File: config.mk
export PLATFORM = sky130hd
export DESIGN_NAME = xbr_csr
export DESIGN_NICKNAME = d
export VERILOG_FILES = /design/src/rtl/xbr_pkg.sv /design/src/rtl/xbr_init_seq.sv /design/src/rtl/xbr_w1c_bank.sv /design/src/rtl/xbr_csr.sv
export SDC_FILE = /design/constraint.sdc
export NUM_CORES = 1
export LEC_CHECK = 0
export BUFFER_PORTS_ARGS = -buffer_cell sky130_fd_sc_hd__buf_2
export CAP_MARGIN = 5
export CORE_MARGIN = 2
export CORE_UTILIZATION = 47
export DETAILED_ROUTE_END_ITERATION = 10
export PLACE_DENSITY = 0.82
export SLEW_MARGIN = 20
export SYNTH_ARGS = -nofsm -noshare
export SYNTH_HDL_FRONTEND = slang
export SYNTH_SLANG_ARGS = --single-unit
File: constraint.sdc
create_clock -name clk -period 1.8 [get_ports clk]
set_input_delay 0.45 -clock clk [delete_from_list [all_inputs] [get_ports clk]]
set_output_delay 0.45 -clock clk [all_outputs]
set_load 0.03 [all_outputs]
File: src/rtl/xbr_pkg.sv
package xbr_pkg;

    localparam int unsigned DW = 32;
    localparam int unsigned CSR_AW = 3;

    localparam logic [CSR_AW-1:0] OFS_CFG = 3'd0;
    localparam logic [CSR_AW-1:0] OFS_CTL = 3'd1;
    localparam logic [CSR_AW-1:0] OFS_STS = 3'd2;
    localparam logic [CSR_AW-1:0] OFS_FME = 3'd3;
    localparam logic [CSR_AW-1:0] OFS_FAD = 3'd4;

    localparam int unsigned NUM_SYSFLT  = 6;
    localparam int unsigned CFG_FLT_LSB = 26;
    localparam int unsigned CFG_DONE_BIT = 16;
    localparam int unsigned NUM_PERR    = 4;
    localparam int unsigned CTL_START_BIT = 0;
    localparam int unsigned CTL_IE_LSB  = 2;
    localparam int unsigned NUM_IE      = 5;

    // enable bits in the order they sit in the control word (bit 6 down to 2)
    typedef struct packed {
        logic pass_thru;
        logic req_ie;
        logic p2s_ie;
        logic s2p_ie;
        logic cfg_ie;
    } ctl_ie_t;

    // position in the status word of each peripheral error latch
    function automatic int unsigned sts_pos(input int unsigned idx);
        case (idx)
            0:       return 0;
            1:       return 3;
            2:       return 4;
            default: return 5;
        endcase
    endfunction

endpackage

File: src/rtl/xbr_init_seq.sv
module xbr_init_seq #(
    parameter int unsigned INIT_CYCLES = 20
) (
    input  logic clk,
    input  logic rst_n,
    input  logic start_i,
    output logic busy_o,
    output logic done_o
);
    localparam int unsigned CW = $clog2(INIT_CYCLES + 1);

    typedef struct packed {
        logic          busy;
        logic          done;
        logic [CW-1:0] cnt;
    } seq_t;

    seq_t seq_d, seq_q;

    always_comb begin
        seq_d = seq_q;
        if (start_i) begin
            seq_d.busy = 1'b1;
            seq_d.done = 1'b0;
            seq_d.cnt  = CW'(INIT_CYCLES);
        end else if (seq_q.busy) begin
            if (seq_q.cnt == CW'(1)) begin
                seq_d.busy = 1'b0;
                seq_d.done = 1'b1;
                seq_d.cnt  = '0;
            end else begin
                seq_d.cnt = seq_q.cnt - CW'(1);
            end
        end
    end

    always_ff @(posedge clk or negedge rst_n) begin
        if (!rst_n) seq_q <= '0;
        else        seq_q <= seq_d;
    end

    assign busy_o = seq_q.busy;
    assign done_o = seq_q.done;

    // the last count step produces the completion flag
    p_done_on_time_r4: assert property (@(posedge clk) disable iff (!rst_n)
        (seq_q.busy && seq_q.cnt == CW'(1) && !start_i) |=> done_o);
    // completion flag holds until a new start
    p_done_sticky_r4: assert property (@(posedge clk) disable iff (!rst_n)
        (done_o && !start_i) |=> done_o);
    // a running timer never shows completion
    p_busy_not_done_r3: assert property (@(posedge clk) disable iff (!rst_n)
        busy_o |-> !done_o);
endmodule

File: src/rtl/xbr_w1c_bank.sv
module xbr_w1c_bank #(
    parameter int unsigned W = 4
) (
    input  logic         clk,
    input  logic         rst_n,
    input  logic         clr_all_i,
    input  logic [W-1:0] set_i,
    input  logic         w1c_en_i,
    input  logic [W-1:0] w1c_mask_i,
    output logic [W-1:0] lat_o
);
    logic [W-1:0] lat_d, lat_q;

    for (genvar g = 0; g < W; g++) begin : g_bit
        always_comb begin
            if (clr_all_i)
                lat_d[g] = 1'b0;
            else
                lat_d[g] = set_i[g] | (lat_q[g] & ~(w1c_en_i & w1c_mask_i[g]));
        end
    end

    always_ff @(posedge clk or negedge rst_n) begin
        if (!rst_n) lat_q <= '0;
        else        lat_q <= lat_d;
    end

    assign lat_o = lat_q;

    // a new event is never lost to a simultaneous clear
    p_set_wins_r7: assert property (@(posedge clk) disable iff (!rst_n)
        !clr_all_i |=> (($past(set_i) & ~lat_q) == '0));
    // init clear wins over everything
    p_clear_all_r10: assert property (@(posedge clk) disable iff (!rst_n)
        clr_all_i |=> (lat_q == '0));
    // without a clear, latched bits stay
    p_sticky_r7: assert property (@(posedge clk) disable iff (!rst_n)
        (!clr_all_i && !w1c_en_i) |=> (($past(lat_q) & ~lat_q) == '0));
endmodule

File: src/rtl/xbr_csr.sv
module xbr_csr
    import xbr_pkg::*;
#(
    parameter int unsigned INIT_CYCLES = 20,
    parameter int unsigned MAP_W       = 9,
    parameter int unsigned UADDR_W     = 16
) (
    input  logic                clk,
    input  logic                rst_n,
    input  logic                csr_we,
    input  logic [2:0]          csr_addr,
    input  logic [31:0]         csr_wdata,
    output logic [31:0]         csr_rdata,
    input  logic [5:0]          sysflt_pulse,
    input  logic [3:0]          perr_pulse,
    input  logic [MAP_W-1:0]    perr_map_idx,
    input  logic [UADDR_W-1:0]  perr_word_addr,
    output logic                irq
);
    localparam int unsigned FME_PAD = DW - MAP_W;
    localparam int unsigned FAD_PAD = DW - UADDR_W;

    typedef struct packed {
        ctl_ie_t              ie;
        logic [MAP_W-1:0]     fme;
        logic [UADDR_W-1:0]   fad;
    } csr_state_t;

    csr_state_t st_d, st_q;

    logic                  wr_cfg, wr_ctl, wr_sts, init_start;
    logic                  init_busy, init_done;
    logic [NUM_SYSFLT-1:0] cfg_lat, cfg_mask;
    logic [NUM_PERR-1:0]   sts_lat, sts_mask;
    logic [DW-1:0]         sts_word;

    assign wr_cfg     = csr_we && (csr_addr == OFS_CFG);
    assign wr_ctl     = csr_we && (csr_addr == OFS_CTL);
    assign wr_sts     = csr_we && (csr_addr == OFS_STS);
    assign init_start = wr_ctl && csr_wdata[CTL_START_BIT];
    assign cfg_mask   = csr_wdata[CFG_FLT_LSB +: NUM_SYSFLT];

    // scatter/gather between compact status latches and status word positions
    always_comb begin
        sts_word = '0;
        for (int i = 0; i < NUM_PERR; i++) begin
            sts_mask[i]           = csr_wdata[sts_pos(i)];
            sts_word[sts_pos(i)]  = sts_lat[i];
        end
    end

    xbr_init_seq #(.INIT_CYCLES(INIT_CYCLES)) u_init (
        .clk     (clk),
        .rst_n   (rst_n),
        .start_i (init_start),
        .busy_o  (init_busy),
        .done_o  (init_done)
    );

    xbr_w1c_bank #(.W(NUM_SYSFLT)) u_cfg_flt (
        .clk        (clk),
        .rst_n      (rst_n),
        .clr_all_i  (init_start),
        .set_i      (sysflt_pulse),
        .w1c_en_i   (wr_cfg),
        .w1c_mask_i (cfg_mask),
        .lat_o      (cfg_lat)
    );

    xbr_w1c_bank #(.W(NUM_PERR)) u_sts_err (
        .clk        (clk),
        .rst_n      (rst_n),
        .clr_all_i  (init_start),
        .set_i      (perr_pulse),
        .w1c_en_i   (wr_sts),
        .w1c_mask_i (sts_mask),
        .lat_o      (sts_lat)
    );

    always_comb begin
        st_d = st_q;
        if (wr_ctl)
            st_d.ie = csr_wdata[CTL_IE_LSB +: NUM_IE];
        if (init_start) begin
            st_d.fme = '0;
            st_d.fad = '0;
        end else if (perr_pulse != '0) begin
            st_d.fme = perr_map_idx;
            st_d.fad = perr_word_addr;
        end
    end

    always_ff @(posedge clk or negedge rst_n) begin
        if (!rst_n) st_q <= '0;
        else        st_q <= st_d;
    end

    always_comb begin
        csr_rdata = '0;
        case (csr_addr)
            OFS_CFG: begin
                csr_rdata[CFG_FLT_LSB +: NUM_SYSFLT] = cfg_lat;
                csr_rdata[CFG_DONE_BIT]              = init_done;
            end
            OFS_CTL: begin
                csr_rdata[CTL_IE_LSB +: NUM_IE] = st_q.ie;
                csr_rdata[CTL_START_BIT]        = init_busy;
            end
            OFS_STS: csr_rdata = sts_word;
            OFS_FME: csr_rdata = {{FME_PAD{1'b0}}, st_q.fme};
            OFS_FAD: csr_rdata = {{FAD_PAD{1'b0}}, st_q.fad};
            default: csr_rdata = '0;
        endcase
    end

    assign irq = ((cfg_lat != '0) && st_q.ie.cfg_ie)
              || (sts_lat[0] && st_q.ie.s2p_ie)
              || ((sts_lat[NUM_PERR-1:1] != '0) && st_q.ie.p2s_ie);

    // start write wipes faults and completion
    p_init_clears_r3: assert property (@(posedge clk) disable iff (!rst_n)
        init_start |=> (cfg_lat == '0 && sts_lat == '0 && !init_done
                        && st_q.fme == '0 && st_q.fad == '0));
    // no interrupt without a latched fault
    p_irq_needs_fault_r9: assert property (@(posedge clk) disable iff (!rst_n)
        irq |-> (cfg_lat != '0 || sts_lat != '0));
    // capture of error details
    p_capture_r8: assert property (@(posedge clk) disable iff (!rst_n)
        (perr_pulse != '0 && !init_start) |=>
            (st_q.fme == $past(perr_map_idx) && st_q.fad == $past(perr_word_addr)));
    // detail registers hold without an error or start
    p_detail_hold_r8: assert property (@(posedge clk) disable iff (!rst_n)
        (perr_pulse == '0 && !init_start) |=> ($stable(st_q.fme) && $stable(st_q.fad)));
endmodule

; After elaboration in Yosys (flattened, before gate mapping)
; Index checks and enable logic that the tools add are counted.
[op_classes]
addsub = 1
eq_ne = 5
n_mux = 22
bitwise = 40
n_reduce_logical = 17
[ops]
columns = cell, count
row1 = 25-bit 2-to-1 mux, 2
row2 = 1-bit AND, 20
row3 = 5-bit one-hot mux with 4 select lines, 1
row4 = 9-bit one-hot mux with 2 select lines, 1
row5 = 7-bit 2-to-1 mux, 2
row6 = 1-bit 2-to-1 mux, 11
row7 = 1-bit inverter, 10
row8 = 1-bit bitwise OR, 10
row9 = 1-bit logical AND, 7
row10 = "3-bit by 2-bit == test with 1-bit output, second input constant", 2
row11 = 6-bit 2-to-1 mux, 1
row12 = 2-bit nonzero test, 3
row13 = 6-bit nonzero test, 1
row14 = "5-bit by 1-bit == test with 1-bit output, second input constant", 1
row15 = 5-bit 2-to-1 mux, 1
row16 = "5-bit by 1-bit subtractor with 5-bit output, second input constant", 1
row17 = 1-bit one-hot mux with 4 select lines, 1
row18 = 4-bit nonzero test, 1
row19 = "3-bit by 1-bit == test with 1-bit output, second input constant", 1
row20 = "3-bit == test, second input constant", 1
row21 = 3-bit zero test, 1
row22 = 3-bit nonzero test, 1
row23 = 1-bit logical OR, 2
row24 = 2-bit 2-to-1 mux, 1
row25 = 2 further kinds, 2
[totals]
ff_bits = 47
inputBits = 73
out_inout_bits = 33
word_cells = 97

; Longest topological paths before layout
; Gate-level depths: netlist of the first run.
[logic_depth]
ltp_word = 7
mapped_depth = 7
mapped_depth_nobuf = 5

; By module
; Synthesis of the first run repeated with hierarchy kept, for this count alone.
[unflattened]
cells_unflattened = 254
hier_area_um2 = 2586.2
[modules_own_cells]
columns = module, n_inst, cells_per_inst, area_per_inst_um2, seq_area_each_um2
row1 = xbr_csr, 1, 181, 1805.5, 750.7
row2 = xbr_init_seq, 1, 33, 367.9, 175.2
row3 = xbr_w1c_bank at u_cfg_flt, 1, 24, 247.7, 150.1
row4 = xbr_w1c_bank at u_sts_err, 1, 16, 165.2, 100.1

; Worst setup path before layout of the first run
; No wires, ideal clock.
[synth_timing]
path_kind = input to output
from = in csr_addr[1]
to = out csr_rdata[5]
t_arrival_ns = 1.712
required_ns = 1.350
path_slack_ns = -0.362
stages = 4
n_path_buf = 1
path_cell_list = clkbuf_1 nand2b_1 o22a_1 o21ai_0
[synth_between]
elab_chain_len = 2
elab_cells_between_ends = 5
classes_between = 4 x eq/ne / 1 x mux
[synth_lines]
columns = element, line_no
row1 = "start, declared", xbr_csr.sv:11  ; input logic [2:0] csr_addr,
row2 = "3-bit == test, or another cell as far along", xbr_csr.sv:100  ; case (csr_addr)
row3 = 5-bit one-hot mux with 4 select lines *, xbr_csr.sv:100
row4 = "end, declared", xbr_csr.sv:13  ; output logic [31:0] csr_rdata,
; Every way passes the cells marked *; elsewhere a longest branch is shown, timed or not.

; Worst setup path in the final report of the first run
[layout_timing]
from = reg u_cfg_flt.lat_q[4], in the netlist u_cfg_flt.lat_o[4]
to = out irq
[layout_between]
elab_chain_len = 4
[layout_lines]
columns = element, line_no
row1 = "start, declared", xbr_w1c_bank.sv:12  ; logic [W-1:0] lat_d, lat_q;
row2 = "start signal, assigned", xbr_w1c_bank.sv:25  ; else lat_q <= lat_d;
row3 = 6-bit nonzero test, xbr_csr.sv:116  ; assign irq = ((cfg_lat != '0) && st_q.ie.cfg_ie)
row4 = 1-bit logical AND, xbr_csr.sv:116
row5 = 1-bit logical OR, xbr_csr.sv:117  ; || (sts_lat[0] && st_q.ie.s2p_ie)
row6 = 1-bit logical OR, xbr_csr.sv:118  ; || ((sts_lat[NUM_PERR-1:1] != '0) && st_q.ie.p2s_ie);
row7 = "end, declared", xbr_csr.sv:18  ; output logic irq
; Every way passes these cells.

==> metrics.csv, run 1 <==
stage,metric,value,unit
grt,gr-total-overflow,0,
setup_path,worstPathArrival,1780,ps
placed_design,place_area,2980,µm²
placed_design,io_buffers,76,
sta,hold_viol_final,0,
logic_synthesis,synthFlopType,dfrtp_1,
cts,cts_sinks,47,
cts,cts_hold_buf,0,
run,max_cap_violations,0,
detailed_routing,vias,2216,
power_and_ir_drop,total_power,2.95,mW
min_path,hp-class,in -> async,
setup_path,crit_path_max_fanout,2,
sta,fin_ws,-429,ps
logic_synthesis,ys_top_cells_by_area,"dfrtp_1 (48%), nand2_1 (8.3%), a21oi_1 (5.7%), and2_1 (3.6%), buf_4 (3.1%)",
cts,cts_max_path_buffers,2,
detailed_routing,routed.top_layer,met4,
floorplan,initial_core_util,48.3,%
placed_design,gp_congestion,0.918,
grt,track_usage,21.0,%
logic_synthesis,synth_edf_count,0,
sta,setup-violations-final,1,
cells_and_area,final_cell_area,3390,µm²
setup_path,path_cells,or4_4 -> o31ai_4 -> nand3_2 -> buf_6,
cts,cts_tree,built,
sta,fin_crit_sh,124,%
setup_path,slowest_delay,550,ps
power_and_ir_drop,power.density,869,nW/µm²
logic_synthesis,postSynthCellCount,260,
detailed_routing,wl_met2,3220,µm
grt,grt_pass1_wl,9890,µm
grt,grt_pass1_vias,2059,
setup_path,cp.required,1350,ps
cts,cts_max_level,2,
floorplan,die_area,5780,µm²
cts,cts-root-buf,clkbuf_8,
detailed_routing,first_pass_iters,4,
detailed_routing,ant_nets,0,
cts,clk_latency,300,ps
logic_synthesis,synth_top_cell_by_area,dfrtp_1,
cells_and_area,diodes,0,
setup_path,startpoint_type,flip-flop,
logic_synthesis,ys_types,44,
placed_design,place_inst,408,
cells_and_area,final_util,67.2,%
placed_design,pre_cts_ws,-319,ps
sta,finalSetupTns,-429,ps
logic_synthesis,syn_area_per_cell,9.37,µm²
placed_design,dp_hpwl,4170,µm
cts,cts_made_buffers,5,
detailed_routing,drt_drc_violations_left,0,
sta,rsz0062_at_grt,true,
setup_path,crit_family,simple AND/OR/NAND/NOR gates,
detailed_routing,viasPerCell,5.29,
power_and_ir_drop,max-vdd-ir-drop,0.000503,V
logic_synthesis,synth_warnings,0,
setup_path,crit_path_end_kind,output pin,
sta,fin_hold_ws,110,ps
cells_and_area,drive_above_1_share,41.8,%
grt,grt_max_degree,48,
setup_path,critPathKind,reg -> out,
detailed_routing,wl_per_cell,15.2,µm
detailed_routing,m1WireLength,2680,µm
setup_path,cpMaxStageDelayCell,or4_4,
outcome,violations,negative setup slack,
detailed_routing,drt-total-wl,6380,µm
sta,fin_skew,7.68,ps
logic_synthesis,synth_top_area_share,48.3,%
cells_and_area,layout.cells.non_filler,419,
sta,post-route-min-period,2230,ps
detailed_routing,initialDrtViolationCount,147,
floorplan,rows,26,
cells_and_area,final_nets,423,
floorplan,io_pins,106,
sta,fmax,449,MHz
grt,antenna_found_initial,0,
sta,slew_viol_final,0,
power_and_ir_drop,power.leakage,1.57,nW
setup_path,crit_buf_inv,1,
outcome,outcome,"complete, but fails checks",
floorplan,die_h,76.0,µm
cts,clkSlewWorstSetupHoldPaths,90,ps
detailed_routing,dr_wl_met3,310,µm
logic_synthesis,ys_ff_latch,47,
logic_synthesis,synthesis.area,2440,µm²
logic_synthesis,synth_async_sr_flop_share,100,%
logic_synthesis,seq_area_frac_synth,48.3,%
floorplan,fp.dieW,76.0,µm
cells_and_area,area_growth,39.1,%
floorplan,core,5040,µm²
==> cells in the mapped netlist, types with 3 or more instances <==
cell type,n
and2_1,14
a22o_1,3
buf_6,4
mux2i_1,3
dfrtp_1,47
nor3b_1,10
nor2b_1,3
inv_1,3
buf_4,10
clkbuf_1,4
nor3_1,12
buf_2,6
nor2_1,12
nand2_1,54
a22oi_1,5
o22ai_1,3
a21oi_1,28
mux2_2,6
==> per-layer routing <==
layer  up-vias  track usage [%]
met1      1068             27.6
met2        84             35.6
met4         0             7.64
met3        14             3.08
met5         -                0
li1       1050                -
==> sequential cells by signal, summed over array words and instances (netlist names) <==
| name | flops |
|---|---|
| u_init.seq_q | 5 |
| st_q | 30 |
| u_init.busy_o | 1 |
| u_sts_err.lat_o | 4 |
| u_init.done_o | 1 |
| u_cfg_flt.lat_o | 6 |
==> cells by family (layout without fill, tap and decap cells) <==
family,after synthesis,in the layout,synth area share [%]
simple gates,123,124,26.3
compound gates,50,50,12.8
flops,47,47,48.3
buf+inv,28,108,7.44
mux,9,9,4.00
fa+ha+maj,2,2,1.03
other cells,1,9,0.154
==> layout by cell type, fill, tap and decap left out, drive strengths merged <==
| cell type | synthesis | final |
|---|---|---|
| a211o | 1 | 1 |
| a211oi | 2 | 2 |
| a21o | 1 | 1 |
| a21oi | 28 | 28 |
| a22o | 3 | 3 |
| a22oi | 5 | 5 |
| and2 | 16 | 16 |
| buf | 20 | 97 |
| bufinv | 0 | 1 |
| clkbuf | 5 | 5 |
| clkinv | 0 | 1 |
| conb | 1 | 9 |
| dfrtp | 47 | 47 |
| ha | 2 | 2 |
| inv | 3 | 4 |
| mux2 | 6 | 6 |
| mux2i | 3 | 3 |
| nand2 | 54 | 54 |
| nand2b | 2 | 2 |
| nand3 | 2 | 2 |
| nor2 | 12 | 12 |
| nor2b | 3 | 4 |
| nor3 | 12 | 12 |
| nor3b | 10 | 10 |
| nor4 | 2 | 2 |
| nor4b | 2 | 2 |
| nor4bb | 1 | 1 |
| o21a | 1 | 1 |
| o21ai | 1 | 1 |
| o22a | 1 | 1 |
| o22ai | 3 | 3 |
| o2bb2ai | 2 | 2 |
| o31ai | 2 | 2 |
| or2 | 1 | 1 |
| or3 | 1 | 1 |
| or4 | 2 | 2 |
| or4b | 2 | 2 |
| or4bb | 1 | 1 |
==> what timing repair did <==
item,CTS,global route
setup buffers,0,2
cloned,0,1
pin swaps,5,10
endpoints found under the setup margin,24,24
gates resized for setup,33,51
==> worst paths after layout <==
path | startpoint | endpoint | slack [ps] | depth (start not counted)
worst max-delay path | u_cfg_flt.lat_o[4]$_DFF_PN0_ | irq | -430 | 4
worst min-delay path | rst_n | st_q[19]$_DFFE_PN0P_ | 110 | 2
worst max register to register | u_init.seq_q[1]$_DFFE_PN0P_ | u_init.seq_q[3]$_DFFE_PN0P_ | 170 | 5
worst min register to register | st_q[12]$_DFFE_PN0P_ | st_q[12]$_DFFE_PN0P_ | 520 | 2
max in group asynchronous | rst_n | u_cfg_flt.lat_o[5]$_DFF_PN0_ | 1460 | 2
min in group clk | perr_map_idx[1] | st_q[17]$_DFFE_PN0P_ | 370 | 3
==> where the power goes <==
group / internal (mW) / switching [mW]
Clock: 0.422 / 0.383
Combinational: 0.374 / 0.386
Sequential: 1.21 / 0.169
==> worst register-to-register path: cells and delay by family, from the launching register on <==
kind	cells	cell delay (ps)
adder cells (fa/ha/maj)	1	170
AND/OR/NAND/NOR	1	630
AO/OA/AOI/OAI	2	220
buffers and inverters	1	90
flip-flops	1	410
==> area by class of cell <==
| class | instances | area [µm²] |
|---|---|---|
| Inverter | 3 | 11.3 |
| Timing Repair Buffer | 97 | 734 |
| Fill cell | 388 | 1650 |
| Clock inverter | 3 | 47.5 |
| Multi-Input combinational cell | 194 | 1260 |
| Clock buffer | 5 | 68.8 |
| Sequential cell | 47 | 1180 |
| Tap cell | 70 | 87.6 |
Note: power is estimated with default switching activity, not from simulation.
==> inputs of run 2 (changes only) <==
--- a/config.mk
+++ b/config.mk
@@ -7,10 +7,10 @@
 export LEC_CHECK = 0
 export BUFFER_PORTS_ARGS = -buffer_cell sky130_fd_sc_hd__buf_2
 export CAP_MARGIN = 5
-export CORE_MARGIN = 2
-export CORE_UTILIZATION = 47
+export CORE_UTILIZATION = 43
 export DETAILED_ROUTE_END_ITERATION = 10
-export PLACE_DENSITY = 0.82
+export PLACE_DENSITY = 0.79
+export SKIP_CTS_REPAIR_TIMING = 1
 export SLEW_MARGIN = 20
 export SYNTH_ARGS = -nofsm -noshare
 export SYNTH_HDL_FRONTEND = slang
==> constraint.sdc (replaced) <==
create_clock -name clk -period 2 [get_ports clk]
set_input_delay 0.5 -clock clk [delete_from_list [all_inputs] [get_ports clk]]
set_output_delay 0.5 -clock clk [all_outputs]
set_load 0.03 [all_outputs]
==> metrics.csv, run 2 (synthesis results as in run 1) <==
stage,metric,value,unit
cts,cts-root-buf,clkbuf_8,
cts,cts_tree,built,
power_and_ir_drop,power.density,782,nW/µm²
grt,grt_max_degree,48,
setup_path,cpMaxStageDelayCell,or4_4,
cts,clk_latency,300,ps
cells_and_area,layout_commonest_cell,buf_2,
detailed_routing,vias,2111,
sta,hold_viol_final,0,
detailed_routing,drt-total-wl,5610,µm
placed_design,io_buffers,76,
grt,gr-total-overflow,0,
power_and_ir_drop,max-vdd-ir-drop,0.000342,V
placed_design,place_inst,404,
detailed_routing,drt_drc_violations_left,0,
detailed_routing,initialDrtViolationCount,138,
setup_path,rrSetupSlack,350,ps
grt,grt_use_met3,4.52,%
cts,cts_made_buffers,5,
sta,setup-violations-final,1,
cells_and_area,largest_register_ffs,30,
grt,antenna_found_initial,0,
floorplan,die_h,77.3,µm
placed_design,gp_congestion,0.838,
cells_and_area,area_growth,25.0,%
floorplan,core,5470,µm²
grt,track_usage,18.9,%
cts,clkSlewWorstSetupHoldPaths,90,ps
outcome,violations,negative setup slack,
grt,grtUsageMet1,24.2,%
setup_path,path_cells,or4_4 -> o31ai_4 -> nand3_2 -> buf_6,
sta,fin_skew,7.12,ps
sta,slew_viol_final,0,
setup_path,r2r-end,u_init.seq_q[3]$_DFFE_PN0P_,
cts,cts_sinks,47,
floorplan,initial_core_util,44.5,%
sta,fin_crit_sh,113,%
floorplan,die_area,5970,µm²
setup_path,cp.required,1500,ps
min_path,hp-class,in -> async,
cells_and_area,layout.cells.non_filler,414,
grt,grt.busiest_layer,met2,
setup_path,critPathKind,reg -> out,
cells_and_area,layout_common_cells,"buf_2 (69), nand2_1 (54), dfrtp_1 (47)",
sta,relSlewSlack,60.5,%
detailed_routing,ant_nets,0,
sta,fin_ws,-267,ps
setup_path,crit_path_max_fanout,2,
cells_and_area,largest-register,st_q,
detailed_routing,viasPerCell,5.10,
cells_and_area,diodes,0,
power_and_ir_drop,power.leakage,1.44,nW
floorplan,io_pins,106,
cts,cts_max_path_buffers,2,
floorplan,rows,27,
grt,use_met2,31.4,%
setup_path,crit_path_end_kind,output pin,
sta,worstMarginPinSlew,593,ps
run,max_cap_violations,0,
grt,grt_pass1_vias,1932,
grt,grt_pass1_wl,8830,µm
detailed_routing,wl_per_cell,13.6,µm
sta,fmax,441,MHz
cts,cts_max_level,2,
floorplan,fp.dieW,77.3,µm
placed_design,dp_hpwl,3980,µm
outcome,outcome,"complete, but fails checks",
cells_and_area,final_nets,416,
setup_path,r2r-start,u_init.seq_q[1]$_DFFE_PN0P_,
sta,fin_hold_ws,275,ps
sta,rsz0062_at_grt,true,
sta,post-route-min-period,2270,ps
cells_and_area,drive_above_1_share,34.8,%
setup_path,worstRegToRegCells,5,
setup_path,slowest_delay,550,ps
cells_and_area,final_util,55.7,%
setup_path,startpoint_type,flip-flop,
detailed_routing,first_pass_iters,4,
setup_path,worstPathArrival,1770,ps
[run 2: changes by cell type in the layout (fill, tap and decap cells not counted), moves of 5 or more]
cell,change
buf_2,+17
buf_6,-16
and2_1,+8
and2_4,-6
a22oi_1,+5
a22oi_2,-5
buf_4,-5
[run 2: worst max-delay path, delay by kind of cell (launching register included)]
| family | cells | cell delay [ps] |
|---|---|---|
| and+or+nand+nor | 2 | 660 |
| AOI/OAI and AO/OA | 1 | 250 |
| DFF | 1 | 390 |
| buffers and inverters | 1 | 160 |
[run 2: per-layer routing]
layer	up-vias	share of wire [%]	routed length, µm
met5	-	0	0
li1	1032	-	-
met4	0	0.98	55
met3	7	4.5	255
met2	57	49	2730
met1	1015	46	2580
[run 2: worst max path at each step]
| stage | endpoint | from |
|---|---|---|
| global route | irq | u_cfg_flt.lat_o[4]$_DFF_PN0_ |
| finish | irq | u_cfg_flt.lat_o[3]$_DFF_PN0_ |
| detailed placement | csr_rdata[8] | csr_addr[2] |
| floorplan | csr_rdata[0] | csr_addr[0] |
| CTS | irq | u_cfg_flt.lat_o[4]$_DFF_PN0_ |
| global placement | csr_rdata[8] | csr_addr[2] |
[run 2: cell type report]
class / count / area, µm²
clock inverters: 2 / 12.5
flip-flops and latches: 47 / 1180
well taps: 72 / 90.1
fillers: 494 / 2430
inverters: 3 / 11.3
clock buffers: 6 / 72.6
repair buffers: 91 / 534
multi-input cells: 193 / 1150
[run 2: through the flow]
stage	setup TNS (ps)	power (mW)	instance area, µm²	setup WS (ps)
2_1_floorplan	-232	1.63	2470	-39.2
3_3_place_gp	0	1.79	2880	14.2
3_5_place_dp	0	1.81	2880	11.7
4_1_cts	-346	2.37	2970	-346
5_1_grt	-361	2.52	3050	-308
6_report	-267	2.38	3050	-267
[run 2: report_power, final]
part / leakage, nW / internal [mW] / switching, mW
combinational: 0.869 / 0.280 / 0.313
sequential: 0.531 / 1.09 / 0.135
clock: 0.0412 / 0.245 / 0.316
total: 1.44 / 1.62 / 0.764
==> inputs of run 3 (changes only) <==
--- a/config.mk
+++ b/config.mk
@@ -5,6 +5,7 @@
 export SDC_FILE = /design/constraint.sdc
 export NUM_CORES = 1
 export LEC_CHECK = 0
+export ABC_AREA = 1
 export BUFFER_PORTS_ARGS = -buffer_cell sky130_fd_sc_hd__buf_2
 export CAP_MARGIN = 5
 export CORE_UTILIZATION = 43
==> metrics.csv, run 3 <==
stage,metric,value,unit
outcome,outcome,finished clean,
detailed_routing,m1WireLength,2480,µm
power_and_ir_drop,max-vdd-ir-drop,0.000359,V
cts,cts_sinks,47,
grt,track_usage,20.0,%
detailed_routing,dr_wl_met3,238,µm
sta,post-route-min-period,1920,ps
logic_synthesis,syn_area_per_cell,7.21,µm²
sta,relSlewSlack,66.6,%
detailed_routing,wl_met2,2930,µm
placed_design,place_inst,499,
cells_and_area,layout.cells.non_filler,507,
grt,grt_pass1_vias,2343,
floorplan,fp.dieW,79.0,µm
logic_synthesis,synth_warnings,0,
sta,worstMarginPinSlew,501,ps
cells_and_area,largest_register_ffs,30,
sta,fmax,521,MHz
logic_synthesis,yosysMostFrequentCell,nand2_1,
detailed_routing,initialDrtViolationCount,124,
setup_path,r2r-start,u_init.seq_q[1]$_DFFE_PN0P_,
floorplan,die_h,79.0,µm
logic_synthesis,synthFlopType,dfrtp_1,
logic_synthesis,synthesis.area,2550,µm²
placed_design,gp_congestion,0.865,
logic_synthesis,synth_top_cell_by_area,dfrtp_1,
sta,rsz0062_at_grt,false,
cells_and_area,final_cell_area,3140,µm²
grt,grt_max_degree,51,
sta,fin_skew,6.62,ps
setup_path,crit_path_max_fanout,10,
run,max_cap_violations,0,
setup_path,critPathKind,in -> out,
logic_synthesis,postSynthCellCount,354,
sta,setup-violations-final,0,
cts,cts_made_buffers,5,
setup_path,worstRegToRegCells,4,
logic_synthesis,synth_commonest_cells,"nand2_1 (100), inv_1 (73), dfrtp_1 (47)",
sta,fin_hold_ws,163,ps
cells_and_area,area_growth,23.2,%
floorplan,io_pins,106,
sta,fin_ws,80.1,ps
setup_path,r2r-end,u_init.busy_o$_DFF_PN0_,
detailed_routing,drt_drc_violations_left,0,
placed_design,pre_cts_ws,26.8,ps
sta,fin_crit_sh,96.0,%
grt,gr-total-overflow,0,
setup_path,cp.required,1500,ps
cells_and_area,layout_common_cells,"nand2_1 (99), inv_1 (73), buf_2 (73)",
detailed_routing,vias,2415,
logic_synthesis,synth_async_sr_flop_share,100,%
detailed_routing,drt-total-wl,5720,µm
detailed_routing,wl_per_cell,11.3,µm
logic_synthesis,ys_types,24,
detailed_routing,first_pass_iters,4,
logic_synthesis,ys_ff_latch,47,
setup_path,critPathCapture,csr_rdata[1],
cts,cts_max_level,2,
cells_and_area,final_nets,509,
setup_path,worstPathArrival,1420,ps
cts,cts_tree,built,
logic_synthesis,synth_top_area_share,46.1,%
floorplan,die_area,6240,µm²
cts,clkSlewWorstSetupHoldPaths,80,ps
min_path,hp-class,in -> async,
setup_path,startpoint_type,input port,
sta,hold_viol_final,0,
logic_synthesis,ys_top_cells_by_area,"dfrtp_1 (46%), nand2_1 (15%), inv_1 (11%), o21ai_0 (5.3%), nand4_1 (3.9%)",
setup_path,rrSetupSlack,750,ps
cts,cts-root-buf,clkbuf_8,
placed_design,place_area,3020,µm²
cells_and_area,drive_above_1_share,23.4,%
power_and_ir_drop,power.leakage,1.94,nW
cells_and_area,largest-register,st_q,
placed_design,dp_hpwl,4350,µm
power_and_ir_drop,total_power,2.54,mW
cells_and_area,final_util,56.1,%
setup_path,crit_path_end_kind,output pin,
logic_synthesis,seq_area_frac_synth,46.1,%
cts,cts_max_path_buffers,2,
cells_and_area,layout_commonest_cell,nand2_1,
sta,slew_viol_final,0,
grt,grt_pass1_wl,9780,µm
logic_synthesis,synth_edf_count,0,
grt,antenna_found_initial,0,
floorplan,initial_core_util,45.5,%
detailed_routing,ant_nets,0,
floorplan,core,5610,µm²
sta,finalSetupTns,0,ps
setup_path,crit_path_start,csr_addr[1],
detailed_routing,routed.top_layer,met4,
floorplan,rows,27,
placed_design,io_buffers,76,
cts,clk_latency,290,ps
power_and_ir_drop,power.density,806,nW/µm²
cells_and_area,diodes,0,
detailed_routing,viasPerCell,4.76,
run 3: final cells by class:
cell class | count | area, µm²
clock buffer | 5 | 68.8
tap | 72 | 90.1
multi-input combinational | 218 | 1000
timing repair buffer | 87 | 483
clock inverter | 3 | 43.8
inverter | 75 | 282
fill | 537 | 2460
sequential | 47 | 1180
run 3: kinds of logic (layout without fill, tap and decap cells):
group | count (synthesis) | count (layout) | share of synthesized area (%)
AO/OA/AOI/OAI | 44 | 44 | 9.22
adder cells (fa/ha/maj) | 2 | 2 | 0.981
AND/OR/NAND/NOR | 161 | 161 | 26.9
flip-flops | 47 | 47 | 46.1
XOR/XNOR | 2 | 2 | 0.687
other | 1 | 9 | 0.147
buffers and inverters | 97 | 170 | 15.9
run 3: where the power goes:
group | switching (mW) | internal, mW | leakage [nW]
combinational | 0.424 | 0.245 | 1.35
clock | 0.313 | 0.372 | 0.0581
sequential | 0.0937 | 1.09 | 0.537
run 3: worst min path at each step:
stage | start | end | slack [ps] | depth (start not counted)
after floorplan | rst_n | st_q[0]$_DFFE_PN0P_ | 200 | 0
after global placement | st_q[29]$_DFFE_PN0P_ | st_q[29]$_DFFE_PN0P_ | 460 | 2
after detailed placement | st_q[29]$_DFFE_PN0P_ | st_q[29]$_DFFE_PN0P_ | 480 | 2
after CTS | rst_n | u_init.seq_q[2]$_DFFE_PN0P_ | 180 | 1
after global routing | rst_n | u_cfg_flt.lat_o[1]$_DFF_PN0_ | 190 | 1
final | rst_n | u_cfg_flt.lat_o[1]$_DFF_PN0_ | 160 | 1
run 3: critical path, cell delays in order:
cell and delay [ps]:
buf_2 140, nor2_2 140, nand2_2 100, buf_4 190, o22ai_1 120, clkbuf_4 210
run 3: layer usage:
metal  vias up  track usage [%]
met4         0             5.09
li1       1224                -
met3         7             4.02
met1      1132             23.4
met5         -                0
met2        52             36.8
